### config.mk
export PLATFORM = sky130hd
export DESIGN_NAME = clktree_calc
export DESIGN_NICKNAME = d
export VERILOG_FILES = /design/src/rtl/clktree_pkg.sv /design/src/rtl/clktree_pll.sv /design/src/rtl/clktree_div.sv /design/src/rtl/clktree_calc.sv
export SDC_FILE = /design/constraint.sdc
export NUM_CORES = 1
export LEC_CHECK = 0
export BUFFER_PORTS_ARGS = -buffer_cell sky130_fd_sc_hd__buf_2
export CAP_MARGIN = 10
export CORE_MARGIN = 2
export CORE_UTILIZATION = 45
export CTS_CLUSTER_DIAMETER = 50
export DETAILED_ROUTE_END_ITERATION = 7
export PLACE_DENSITY = 0.71
export SLEW_MARGIN = 5
export SYNTH_ARGS = -nofsm -noshare
export SYNTH_HDL_FRONTEND = slang
export SYNTH_HIERARCHICAL = 1
export SYNTH_SLANG_ARGS = --single-unit
export TNS_END_PERCENT = 20
### constraint.sdc
create_clock -name clk -period 3.3 [get_ports clk]
set_input_delay 0.33 -clock clk [delete_from_list [all_inputs] [get_ports clk]]
set_output_delay 0.33 -clock clk [all_outputs]
set_load 0.02 [all_outputs]
### src/rtl/clktree_pkg.sv
package clktree_pkg;
    parameter int unsigned OSC_HZ = 24_000_000;

    localparam int unsigned SYS_MUL_HI = 22;
    localparam int unsigned SYS_MUL_LO = 20;
    localparam int unsigned USB_MUL    = 20;
    localparam int unsigned FRAC_NUM   = 18;

    localparam int FRAC_W = 6;
    localparam int ALT_W  = 3;
    localparam int AHB_W  = 3;
    localparam int IPG_W  = 2;
    localparam int PER_W  = 6;
    // widest divisor: peripheral field plus one
    localparam int DEN_W  = PER_W + 1;

    typedef enum logic [2:0] {
        ST_IDLE, ST_PRE, ST_ALT, ST_AHB, ST_IPG, ST_PER
    } stage_e;

    typedef struct packed {
        logic              mul_sel;
        logic [FRAC_W-1:0] frac0;
        logic [FRAC_W-1:0] frac2;
        logic [1:0]        pre_sel;
        logic [1:0]        alt_sel;
        logic [ALT_W-1:0]  alt_div;
        logic              root_sel;
        logic [AHB_W-1:0]  ahb_div;
        logic [IPG_W-1:0]  ipg_div;
        logic              per_sel;
        logic [PER_W-1:0]  per_div;
    } cfg_t;
endpackage

### src/rtl/clktree_pll.sv
module clktree_pll
    import clktree_pkg::*;
#(
    parameter int FW = 64
) (
    input  logic          mul_sel,
    output logic [FW-1:0] sys_hz,
    output logic [FW-1:0] usb_hz
);
    localparam logic [FW-1:0] OSC_F = FW'(OSC_HZ);

    always_comb begin
        sys_hz = OSC_F * (mul_sel ? FW'(SYS_MUL_HI) : FW'(SYS_MUL_LO));
        usb_hz = OSC_F * FW'(USB_MUL);
    end
endmodule

### src/rtl/clktree_div.sv
module clktree_div #(
    parameter int NW = 64,
    parameter int DW = 7
) (
    input  logic          clk,
    input  logic          rst_n,
    input  logic          start,
    input  logic [NW-1:0] num,
    input  logic [DW-1:0] den,
    output logic          busy,
    output logic          done,
    output logic [NW-1:0] quo
);
    localparam int CW = $clog2(NW + 1);

    typedef struct packed {
        logic          run;
        logic          done;
        logic [CW-1:0] cnt;
        logic [DW-1:0] rem;
        logic [DW-1:0] den;
        logic [NW-1:0] quo;
    } dv_t;

    dv_t q, d;
    logic [DW:0]   sh;
    logic [NW-1:0] qq;

    always_comb begin
        d      = q;
        d.done = 1'b0;
        sh     = '0;
        qq     = '0;
        if (q.run) begin
            sh = {q.rem, q.quo[NW-1]};
            qq = {q.quo[NW-2:0], 1'b0};
            if (sh >= {1'b0, q.den}) begin
                sh    = sh - {1'b0, q.den};
                qq[0] = 1'b1;
            end
            d.rem = sh[DW-1:0];
            d.quo = qq;
            d.cnt = q.cnt - 1'b1;
            if (q.cnt == CW'(1)) begin
                d.run  = 1'b0;
                d.done = 1'b1;
            end
        end else if (start) begin
            d.run = 1'b1;
            d.rem = '0;
            d.den = den;
            d.quo = num;
            d.cnt = CW'(NW);
        end
    end

    always_ff @(posedge clk) begin
        if (!rst_n) q <= '0;
        else        q <= d;
    end

    assign busy = q.run;
    assign done = q.done;
    assign quo  = q.quo;


    dv_den_nz_chk: assert property (@(posedge clk) disable iff (!rst_n)
        (start && !busy) |-> (den != '0));

    dv_pulse_chk: assert property (@(posedge clk) disable iff (!rst_n)
        done |=> !done);
endmodule

### src/rtl/clktree_calc.sv
module clktree_calc
    import clktree_pkg::*;
#(
    parameter int FW = 64
) (
    input  logic              clk,
    input  logic              rst_n,
    input  logic              start,
    input  logic              pll_mul_sel,
    input  logic [FRAC_W-1:0] frac0,
    input  logic [FRAC_W-1:0] frac2,
    input  logic [1:0]        pre_sel,
    input  logic [1:0]        alt_sel,
    input  logic [ALT_W-1:0]  alt_div,
    input  logic              root_sel,
    input  logic [AHB_W-1:0]  ahb_div,
    input  logic [IPG_W-1:0]  ipg_div,
    input  logic              per_sel,
    input  logic [PER_W-1:0]  per_div,
    output logic              busy,
    output logic              done,
    output logic [FW-1:0]     ipg_hz,
    output logic [FW-1:0]     per_hz
);
    localparam logic [FW-1:0] OSC_F = FW'(OSC_HZ);

    typedef struct packed {
        stage_e        st;
        logic          iss;
        cfg_t          cfg;
        logic [FW-1:0] acc;
        logic [FW-1:0] ipg;
        logic [FW-1:0] ipg_out;
        logic [FW-1:0] per_out;
        logic          done;
    } top_t;

    top_t q, d;
    cfg_t cfg_in;

    logic [FW-1:0]     sys_hz, usb_hz, frac_num, alt_src;
    logic [FRAC_W-1:0] frac_sel;
    logic              dv_start, dv_busy, dv_done;
    logic [FW-1:0]     dv_num, dv_quo;
    logic [DEN_W-1:0]  dv_den;

    clktree_pll #(.FW(FW)) u_pll (
        .mul_sel (q.cfg.mul_sel),
        .sys_hz  (sys_hz),
        .usb_hz  (usb_hz)
    );

    clktree_div #(.NW(FW), .DW(DEN_W)) u_div (
        .clk   (clk),
        .rst_n (rst_n),
        .start (dv_start),
        .num   (dv_num),
        .den   (dv_den),
        .busy  (dv_busy),
        .done  (dv_done),
        .quo   (dv_quo)
    );

    always_comb begin
        cfg_in = '{mul_sel: pll_mul_sel, frac0: frac0, frac2: frac2,
                   pre_sel: pre_sel, alt_sel: alt_sel, alt_div: alt_div,
                   root_sel: root_sel, ahb_div: ahb_div, ipg_div: ipg_div,
                   per_sel: per_sel, per_div: per_div};
    end

    always_comb begin
        frac_num = sys_hz * FW'(FRAC_NUM);
        frac_sel = (q.cfg.pre_sel == 2'd2) ? q.cfg.frac0 : q.cfg.frac2;
        case (q.cfg.alt_sel)
            2'd0:    alt_src = usb_hz;
            2'd1:    alt_src = OSC_F;
            default: alt_src = '0;
        endcase
    end

    always_comb begin
        d        = q;
        d.done   = 1'b0;
        dv_start = 1'b0;
        dv_num   = '0;
        dv_den   = '0;
        case (q.st)
            ST_IDLE: begin
                if (start) begin
                    d.cfg = cfg_in;
                    d.iss = 1'b0;
                    d.st  = cfg_in.root_sel ? ST_ALT : ST_PRE;
                end
            end
            ST_PRE: begin
                if (!q.iss) begin
                    if (q.cfg.pre_sel == 2'd0) begin
                        d.acc = sys_hz;
                        d.st  = ST_AHB;
                    end else if (frac_sel == '0) begin
                        d.acc = '0;
                        d.st  = ST_AHB;
                    end else begin
                        dv_start = 1'b1;
                        dv_num   = frac_num;
                        dv_den   = DEN_W'(frac_sel);
                        d.iss    = 1'b1;
                    end
                end else if (dv_done) begin
                    d.acc = (q.cfg.pre_sel == 2'd3) ? (dv_quo >> 1) : dv_quo;
                    d.iss = 1'b0;
                    d.st  = ST_AHB;
                end
            end
            ST_ALT: begin
                if (!q.iss) begin
                    dv_start = 1'b1;
                    dv_num   = alt_src;
                    dv_den   = DEN_W'(q.cfg.alt_div) + 1'b1;
                    d.iss    = 1'b1;
                end else if (dv_done) begin
                    d.acc = dv_quo;
                    d.iss = 1'b0;
                    d.st  = ST_AHB;
                end
            end
            ST_AHB: begin
                if (!q.iss) begin
                    dv_start = 1'b1;
                    dv_num   = q.acc;
                    dv_den   = DEN_W'(q.cfg.ahb_div) + 1'b1;
                    d.iss    = 1'b1;
                end else if (dv_done) begin
                    d.acc = dv_quo;
                    d.iss = 1'b0;
                    d.st  = ST_IPG;
                end
            end
            ST_IPG: begin
                if (!q.iss) begin
                    dv_start = 1'b1;
                    dv_num   = q.acc;
                    dv_den   = DEN_W'(q.cfg.ipg_div) + 1'b1;
                    d.iss    = 1'b1;
                end else if (dv_done) begin
                    d.ipg = dv_quo;
                    d.iss = 1'b0;
                    d.st  = ST_PER;
                end
            end
            ST_PER: begin
                if (!q.iss) begin
                    dv_start = 1'b1;
                    dv_num   = q.cfg.per_sel ? OSC_F : q.ipg;
                    dv_den   = DEN_W'(q.cfg.per_div) + 1'b1;
                    d.iss    = 1'b1;
                end else if (dv_done) begin
                    d.ipg_out = q.ipg;
                    d.per_out = dv_quo;
                    d.done    = 1'b1;
                    d.iss     = 1'b0;
                    d.st      = ST_IDLE;
                end
            end
            default: d.st = ST_IDLE;
        endcase
    end

    always_ff @(posedge clk) begin
        if (!rst_n) q <= '0;
        else        q <= d;
    end

    assign busy   = (q.st != ST_IDLE);
    assign done   = q.done;
    assign ipg_hz = q.ipg_out;
    assign per_hz = q.per_out;


    start_launch_chk: assert property (@(posedge clk) disable iff (!rst_n)
        (start && !busy) |=> busy);

    done_pulse_chk: assert property (@(posedge clk) disable iff (!rst_n)
        done |=> !done);

    done_after_busy_chk: assert property (@(posedge clk) disable iff (!rst_n)
        done |-> ($past(busy) && !busy));

    out_hold_chk: assert property (@(posedge clk) disable iff (!rst_n)
        !done |-> ($stable(ipg_hz) && $stable(per_hz)));

    div_idle_chk: assert property (@(posedge clk) disable iff (!rst_n)
        !busy |-> !dv_busy);
endmodule

==> impl_metrics.env, run 1 <==
export IMPL_tritoncts="yes"
export IMPL_clkPwrFrac=0.428
export IMPL_finalWirelength_um=61600
export IMPL_wire_per_inst_um=16.74
export IMPL_clk_path_buf_depth=3
export IMPL_setup_tns_ns=0
export IMPL_drt_antenna_violating_nets=0
export IMPL_combinationalPowerShare=0.200
export IMPL_path_clk_slew_ns=0.06
export IMPL_sw_frac_of_total=0.3069
export IMPL_ctsRootBufferMaster="clkbuf_16"
export IMPL_yosys_cell_types_count=75
export IMPL_antenna_found_initial=0
export IMPL_dp_cells=3560
export IMPL_mostFrequentLayoutCells="nand2_1, dfxtp_1, a21boi_0"
export IMPL_port_buffers=165
export IMPL_drive_gt1_frac=0.1113
export IMPL_rows=85
export IMPL_vias_per_cell=5.531
export IMPL_grt_start_max_net_pins=128
export IMPL_fin_nets=3115
export IMPL_p_leak_nw=10.97
export IMPL_clkLatencyLatePin_ns=0.61
export IMPL_syn_area_mm2=0.02453
export IMPL_ys_seq_area_frac=0.3101
export IMPL_status="finished, final reports clean"
export IMPL_drt_pre_antenna_iters=7
export IMPL_die_area_mm2=0.05639
export IMPL_p_int_mw=9.247
export IMPL_power_per_cell_area_mw_per_mm2=512.1
export IMPL_grt_usage=0.2152
export IMPL_pin_count=166
export IMPL_synth_cells=3070
export IMPL_post_dp_cell_area_mm2=0.02398
export IMPL_drv_cap=0
export IMPL_synth_area_per_cell_um2=7.990
export IMPL_fin_crit_sh=0.9078
export IMPL_crit_path_max_fanout=14
export IMPL_final_common_cell="nand2_1"
export IMPL_vias=20360
export IMPL_crit_path_end_kind="flip-flop"
export IMPL_max_clock_freq_mhz=333.8
export IMPL_ys_seq_elements=380
export IMPL_synth_edf_count=0
export IMPL_setup_violations=0
export IMPL_grt_pass1_wl_um=101300
export IMPL_post_route_min_period_ns=2.996
export IMPL_route_detailed_drc=0
export IMPL_dp_hpwl_um=42510
export IMPL_insertedDiodeCount=0
export IMPL_first_global_vias=19150
export IMPL_hp_class="primary input to flip-flop"
export IMPL_cts_setup_buffers=0
export IMPL_p_switching_mw=4.094
export IMPL_final_util=0.4841
export IMPL_fin_area_mm2=0.02605
export IMPL_slew_headroom=0.3549
export IMPL_stdcell_count=3680
export IMPL_cts_htree_levels=2
export IMPL_worst_pin_slew_ns=0.9639
export IMPL_cts_buffers=51
export IMPL_synth_ff_type="dfxtp_1"
export IMPL_synth_warnings=6
export IMPL_arrival_ns=3.54
export IMPL_maxSlewViolCount=0
export IMPL_crit_required_ns=3.84
export IMPL_seqPwrFrac=0.371
export IMPL_reg2reg_slack_ns=0.30
export IMPL_synthArstFlopShare=0
export IMPL_finalHoldViolations=0
export IMPL_die_w_um=237.5
export IMPL_start_util=0.4558
export IMPL_ir_worst_vdd_v=0.0003987
export IMPL_drt_iter0_markers=1700
export IMPL_fp_coreArea_mm2=0.05381
export IMPL_area_delta_synth_final_pct=6.197
export IMPL_worstSetupPathType="flip-flop to flip-flop"
export IMPL_rsz0062_at_grt="no"
export IMPL_gp_congestion=0.9165
export IMPL_start_kind="flip-flop"
export IMPL_cts_sinks=380
export IMPL_die_y_um=237.5
export IMPL_finClkSkew_ns=0.02578
export IMPL_grt_overflow=0
-- flip-flops by register name, summed over array words and instances, names as in the netlist --
register,cells
u_div/done,1
u_div/quo,64
done,1
u_div/busy,1
ipg_hz,64
u_div/q,21
q,164
per_hz,64
-- cells in the mapped netlist, types with 5 or more instances --
cell / instances / area (µm²)
nand2_1: 684 / 2567
buf_1: 5 / 18.77
a211oi_1: 5 / 37.54
a21boi_0: 238 / 1787
nor2b_1: 15 / 93.84
o22ai_1: 6 / 37.54
nand2b_1: 10 / 62.56
xor2_1: 29 / 254.0
nor3_1: 19 / 95.09
a21o_1: 34 / 255.2
mux2i_1: 78 / 780.8
o21bai_1: 12 / 90.09
clkbuf_1: 176 / 660.6
xnor2_1: 36 / 315.3
o211ai_1: 75 / 563.0
o211a_1: 65 / 650.6
nor3b_1: 5 / 37.54
nor2_1: 62 / 232.7
ha_1: 132 / 1652
dfxtp_1: 380 / 7607
a21oi_1: 84 / 420.4
o2111ai_1: 9 / 78.83
nor4_1: 7 / 43.79
o21a_1: 6 / 45.04
o21ai_1: 9 / 45.04
inv_1: 36 / 135.1
buf_2: 31 / 155.2
a22oi_1: 64 / 480.5
nand4_1: 26 / 162.7
o21ai_0: 178 / 890.9
and2_1: 72 / 450.4
buf_4: 319 / 2395
and3_1: 9 / 56.30
a31oi_1: 11 / 68.82
nand3_1: 25 / 125.1
a222oi_1: 53 / 530.5
-- repair_timing --
item | in CTS | in global routing
endpoints found under the setup margin | 0 | 3
gates resized for setup | 0 | 3
endpoints found under the hold margin | 28 | 0
hold buffers | 28 | 0
-- metal layers --
metal | global-route usage | routed length (µm) | vias up
li1 | - | - | 10120
met1 | 0.2905 | 28230 | 9532
met2 | 0.3571 | 28430 | 581
met3 | 0.02648 | 3312 | 118
met4 | 0.06899 | 1623 | 0
met5 | 0 | 0 | -
-- power by group through the flow --
stage,logic (mW),registers (mW),clock network (mW)
6_report,2.67,4.95,5.72
5_1_grt,2.94,4.98,6.02
4_1_cts,2.46,4.95,5.84
3_5_place_dp,2.42,5.05,0
3_3_place_gp,2.40,5.05,0
2_1_floorplan,2.16,4.96,0
-- metrics by stage --
step | hold slack, ns | power [mW] | setup slack [ns]
floorplan | 0.4256 | 7.116 | 0.4540
global placement | 0.4482 | 7.448 | 0.2221
detailed placement | 0.4542 | 7.467 | 0.2295
CTS | 0.009265 | 13.24 | 0.2106
global route | 0.03355 | 13.94 | 0.01283
finish | 0.04206 | 13.34 | 0.3044
-- area by class of cell --
cell class / instances / area, µm²
clock buffer: 63 / 1391
clock inverter: 29 / 385.4
fill: 5246 / 27760
inverter: 36 / 135.1
multi-input combinational: 2238 / 14050
sequential: 380 / 7611
tap: 696 / 870.8
timing repair buffer: 238 / 1604
-- worst paths after layout --
check | cells after the start | start | to
min | 3 | alt_sel[0] | q[273]
max reg2reg | 12 | q[289] | u_div/quo[31]
min reg2reg | 2 | per_hz[42] | per_hz[42]
max | 12 | q[289] | u_div/quo[31]
-- worst max-delay path, stage by stage (launching register included) --
cell and delay [ns]:
dfxtp_1 0.31, buf_4 0.19, ha_1 0.30, ha_1 0.38, a21oi_1 0.26, o21ai_0 0.23
nor3_2 0.28, o311ai_4 0.16, and3_1 0.21, o31ai_1 0.19, mux2i_1 0.11, o21ai_0 0.17
and2_1 0.14
-- logic make-up after synthesis --
group | share of synthesized area
AO/OA/AOI/OAI | 0.2608
XOR/XNOR | 0.02321
adder cells (fa/ha/maj) | 0.06896
buffers and inverters | 0.1376
flip-flops | 0.3101
multiplexers | 0.03321
other | 0.0003062
AND/OR/NAND/NOR | 0.1658
(Power assumes the default switching activity.)
==> run 2, diff against run 1 <==
CORE_MARGIN = not set   (was 2)
PLACE_DENSITY = 0.72   (was 0.71)
SYNTH_HIERARCHICAL = not set   (was 1)
==> run 2 against run 1 <==
Effect of this change:
- flip-flop and latch count unchanged
- worst hold slack lost 0.023 ns
- non-clock buffer count is 17 lower
- die area down 30%
- sequential share of layout area increased by 10 points
- fmax up 9.2%
- critical path type unchanged
- largest power group is now sequential cells
==> impl_metrics.env, run 2 <==
export IMPL_synth_fp_nets=2250
export IMPL_dp_hpwl_um=29840
export IMPL_p_leak_nw=7.136
export IMPL_dp_slack_ns=0.6165
export IMPL_drt_pre_antenna_iters=5
export IMPL_path_clk_slew_ns=0.06
export IMPL_largest_register_ffs=164
export IMPL_p_int_mw=8.013
export IMPL_seqPwrFrac=0.436
export IMPL_yosysTopAreaCell="dfxtp_1"
export IMPL_synth_area_per_cell_um2=7.926
export IMPL_stdcell_count=2698
export IMPL_ir_worst_vdd_v=0.0005473
export IMPL_slowest_stage="or4b_2"
export IMPL_fin_crit_sh=0.8315
export IMPL_finalHoldViolations=0
export IMPL_hold_depth=3
export IMPL_cts_htree_levels=2
export IMPL_drv_cap=0
export IMPL_start_util=0.4603
export IMPL_vias=15500
export IMPL_p_switching_mw=3.122
export IMPL_worst_pin_slew_ns=1.003
export IMPL_antenna_found_initial=0
export IMPL_ctsRootBufferMaster="clkbuf_16"
export IMPL_synth_commonest_cells="nand2_1, dfxtp_1, a21oi_1"
export IMPL_status="finished, final reports clean"
export IMPL_ys_seq_area_frac=0.4367
export IMPL_sw_frac_of_total=0.2804
export IMPL_combinationalPowerShare=0.128
export IMPL_tritoncts="yes"
export IMPL_finalWirelength_um=47230
export IMPL_grt_overflow=0
export IMPL_r2r_cells=8
export IMPL_max_clock_freq_mhz=364.4
export IMPL_fin_nets=2207
export IMPL_rows=71
export IMPL_arrival_ns=3.20
export IMPL_syn_area_mm2=0.01742
export IMPL_insertedDiodeCount=0
export IMPL_slew_headroom=0.3242
export IMPL_synthArstFlopShare=0
export IMPL_die_area_mm2=0.03950
export IMPL_path_depth=8
export IMPL_ctsResizeCount=0
export IMPL_yosys_top_cells_area="dfxtp_1, nand2_1, a21oi_1"
export IMPL_power_per_cell_area_mw_per_mm2=575.1
export IMPL_route_detailed_drc=0
export IMPL_post_route_worst_setup_slack_ns=0.5560
export IMPL_dp_cells=2609
export IMPL_cts_sinks=380
export IMPL_cts_buffers=44
export IMPL_nFillCells=3684
export IMPL_grt_usage=0.2371
export IMPL_synth_edf_count=0
export IMPL_start_kind="flip-flop"
export IMPL_seqCellArea_mm2=0.007609
export IMPL_synth_cells=2198
export IMPL_vias_per_cell=5.746
export IMPL_area_delta_synth_final_pct=11.15
export IMPL_synth_most_common_cell="nand2_1"
export IMPL_fp_coreArea_mm2=0.03784
export IMPL_synth_ff_type="dfxtp_1"
export IMPL_synth_top_area_share=0.4367
export IMPL_die_w_um=198.8
export IMPL_grt_start_max_net_pins=158
export IMPL_top_register="q"
export IMPL_maxSlewViolCount=0
export IMPL_drt_iter0_markers=1121
export IMPL_setup_tns_ns=0
export IMPL_setup_violations=0
export IMPL_drive_gt1_frac=0.1395
export IMPL_pin_count=166
export IMPL_crit_buf_inv=2
export IMPL_critPathTopFamily="compound AO/OA/AOI/OAI gates"
export IMPL_die_y_um=198.8
export IMPL_post_route_min_period_ns=2.744
export IMPL_cp_slowest_stage_delay_ns=0.60
export IMPL_port_buffers=165
export IMPL_synth_warnings=0
export IMPL_ys_seq_elements=380
export IMPL_multi_input_area_mm2=0.008144
export IMPL_crit_path_end_kind="flip-flop"
export IMPL_clkPwrFrac=0.436
export IMPL_hp_class="primary input to flip-flop"
export IMPL_wire_per_inst_um=17.51
export IMPL_crit_path_cell_trace="inv_1, ha_1, or4b_2, a21oi_1, o31a_1, buf_4, nor2_1, a211oi_1"
export IMPL_first_global_vias=14500
export IMPL_rsz0062_at_grt="no"
export IMPL_mostFrequentLayoutCells="nand2_1, dfxtp_1, a21oi_1"
export IMPL_yosys_cell_types_count=64
export IMPL_crit_path_max_fanout=29
export IMPL_finClkSkew_ns=0.03007
export IMPL_drt_antenna_violating_nets=0
export IMPL_crit_required_ns=3.76
export IMPL_grt_pass1_wl_um=76190
export IMPL_clk_path_buf_depth=3
export IMPL_clkLatencyLatePin_ns=0.57
export IMPL_worstSetupPathType="flip-flop to flip-flop"
export IMPL_final_common_cell="nand2_1"
export IMPL_gp_congestion=0.9279
-- run 2: worst paths after layout --
path,startpoint,end,slack [ns]
min,frac0[5],q[288],0.02
min reg2reg,ipg_hz[29],ipg_hz[29],0.45
max,q[293],q[212],0.56
max reg2reg,q[293],q[212],0.56
-- run 2: kinds of logic after synthesis --
group | synth area share
and+or+nand+nor | 0.1833
AOI/OAI and AO/OA | 0.2330
DFF | 0.4367
buffers and inverters | 0.1006
muxes | 0.03045
adders and majority gates | 0.01192
xor gates and xnor gates | 0.004022
-- run 2: metrics by stage --
step                utilization  total power, mW  cell area, µm²  hold WS [ns]
floorplan                     -            5.878           17420        0.4322
global placement         0.4703            6.318           17800        0.4408
detailed placement       0.4703            6.342           17800        0.4441
CTS                      0.5116            11.18           19360     0.0002185
global route             0.5116            11.56           19360       0.01863
finish                   0.5116            11.14           19360       0.01889
-- run 2: worst register-to-register path, cell delays in order, from the launching register on --
cell and delay [ns]:
dfxtp_1 0.58, inv_1 0.12, ha_1 0.20, or4b_2 0.60, a21oi_1 0.31, o31a_1 0.22
buf_4 0.30, nor2_1 0.09, a211oi_1 0.23
-- run 2: timing repair --
action	CTS	global route
buffers inserted	0	0
hold buffers	11	0
hold endpoints to repair	11	0
-- run 2: per-layer routing --
| metal | track usage | vias to the layer above | wire length [µm] |
|---|---|---|---|
| met5 | 0 | - | 0 |
| met2 | 0.3790 | 590 | 21330 |
| li1 | - | 7457 | - |
| met3 | 0.03340 | 99 | 3203 |
| met4 | 0.08917 | 0 | 1198 |
| met1 | 0.3234 | 7356 | 21500 |
-- run 2: layout make-up --
class	instances	share of cell area
repair buffers	221	0.07367
clock inverters	19	0.01066
flip-flops and latches	380	0.3930
clock buffers	59	0.06443
well taps	511	0.03302
multi-input cells	1486	0.4206
inverters	22	0.004653
-- run 2: power by group through the flow --
stage / clock [mW] / combinational (mW) / sequential (mW)
3_3_place_gp: 0 / 1.37 / 4.95
4_1_cts: 4.92 / 1.41 / 4.85
2_1_floorplan: 0 / 1.01 / 4.87
6_report: 4.85 / 1.43 / 4.85
3_5_place_dp: 0 / 1.39 / 4.95
5_1_grt: 5.13 / 1.56 / 4.87
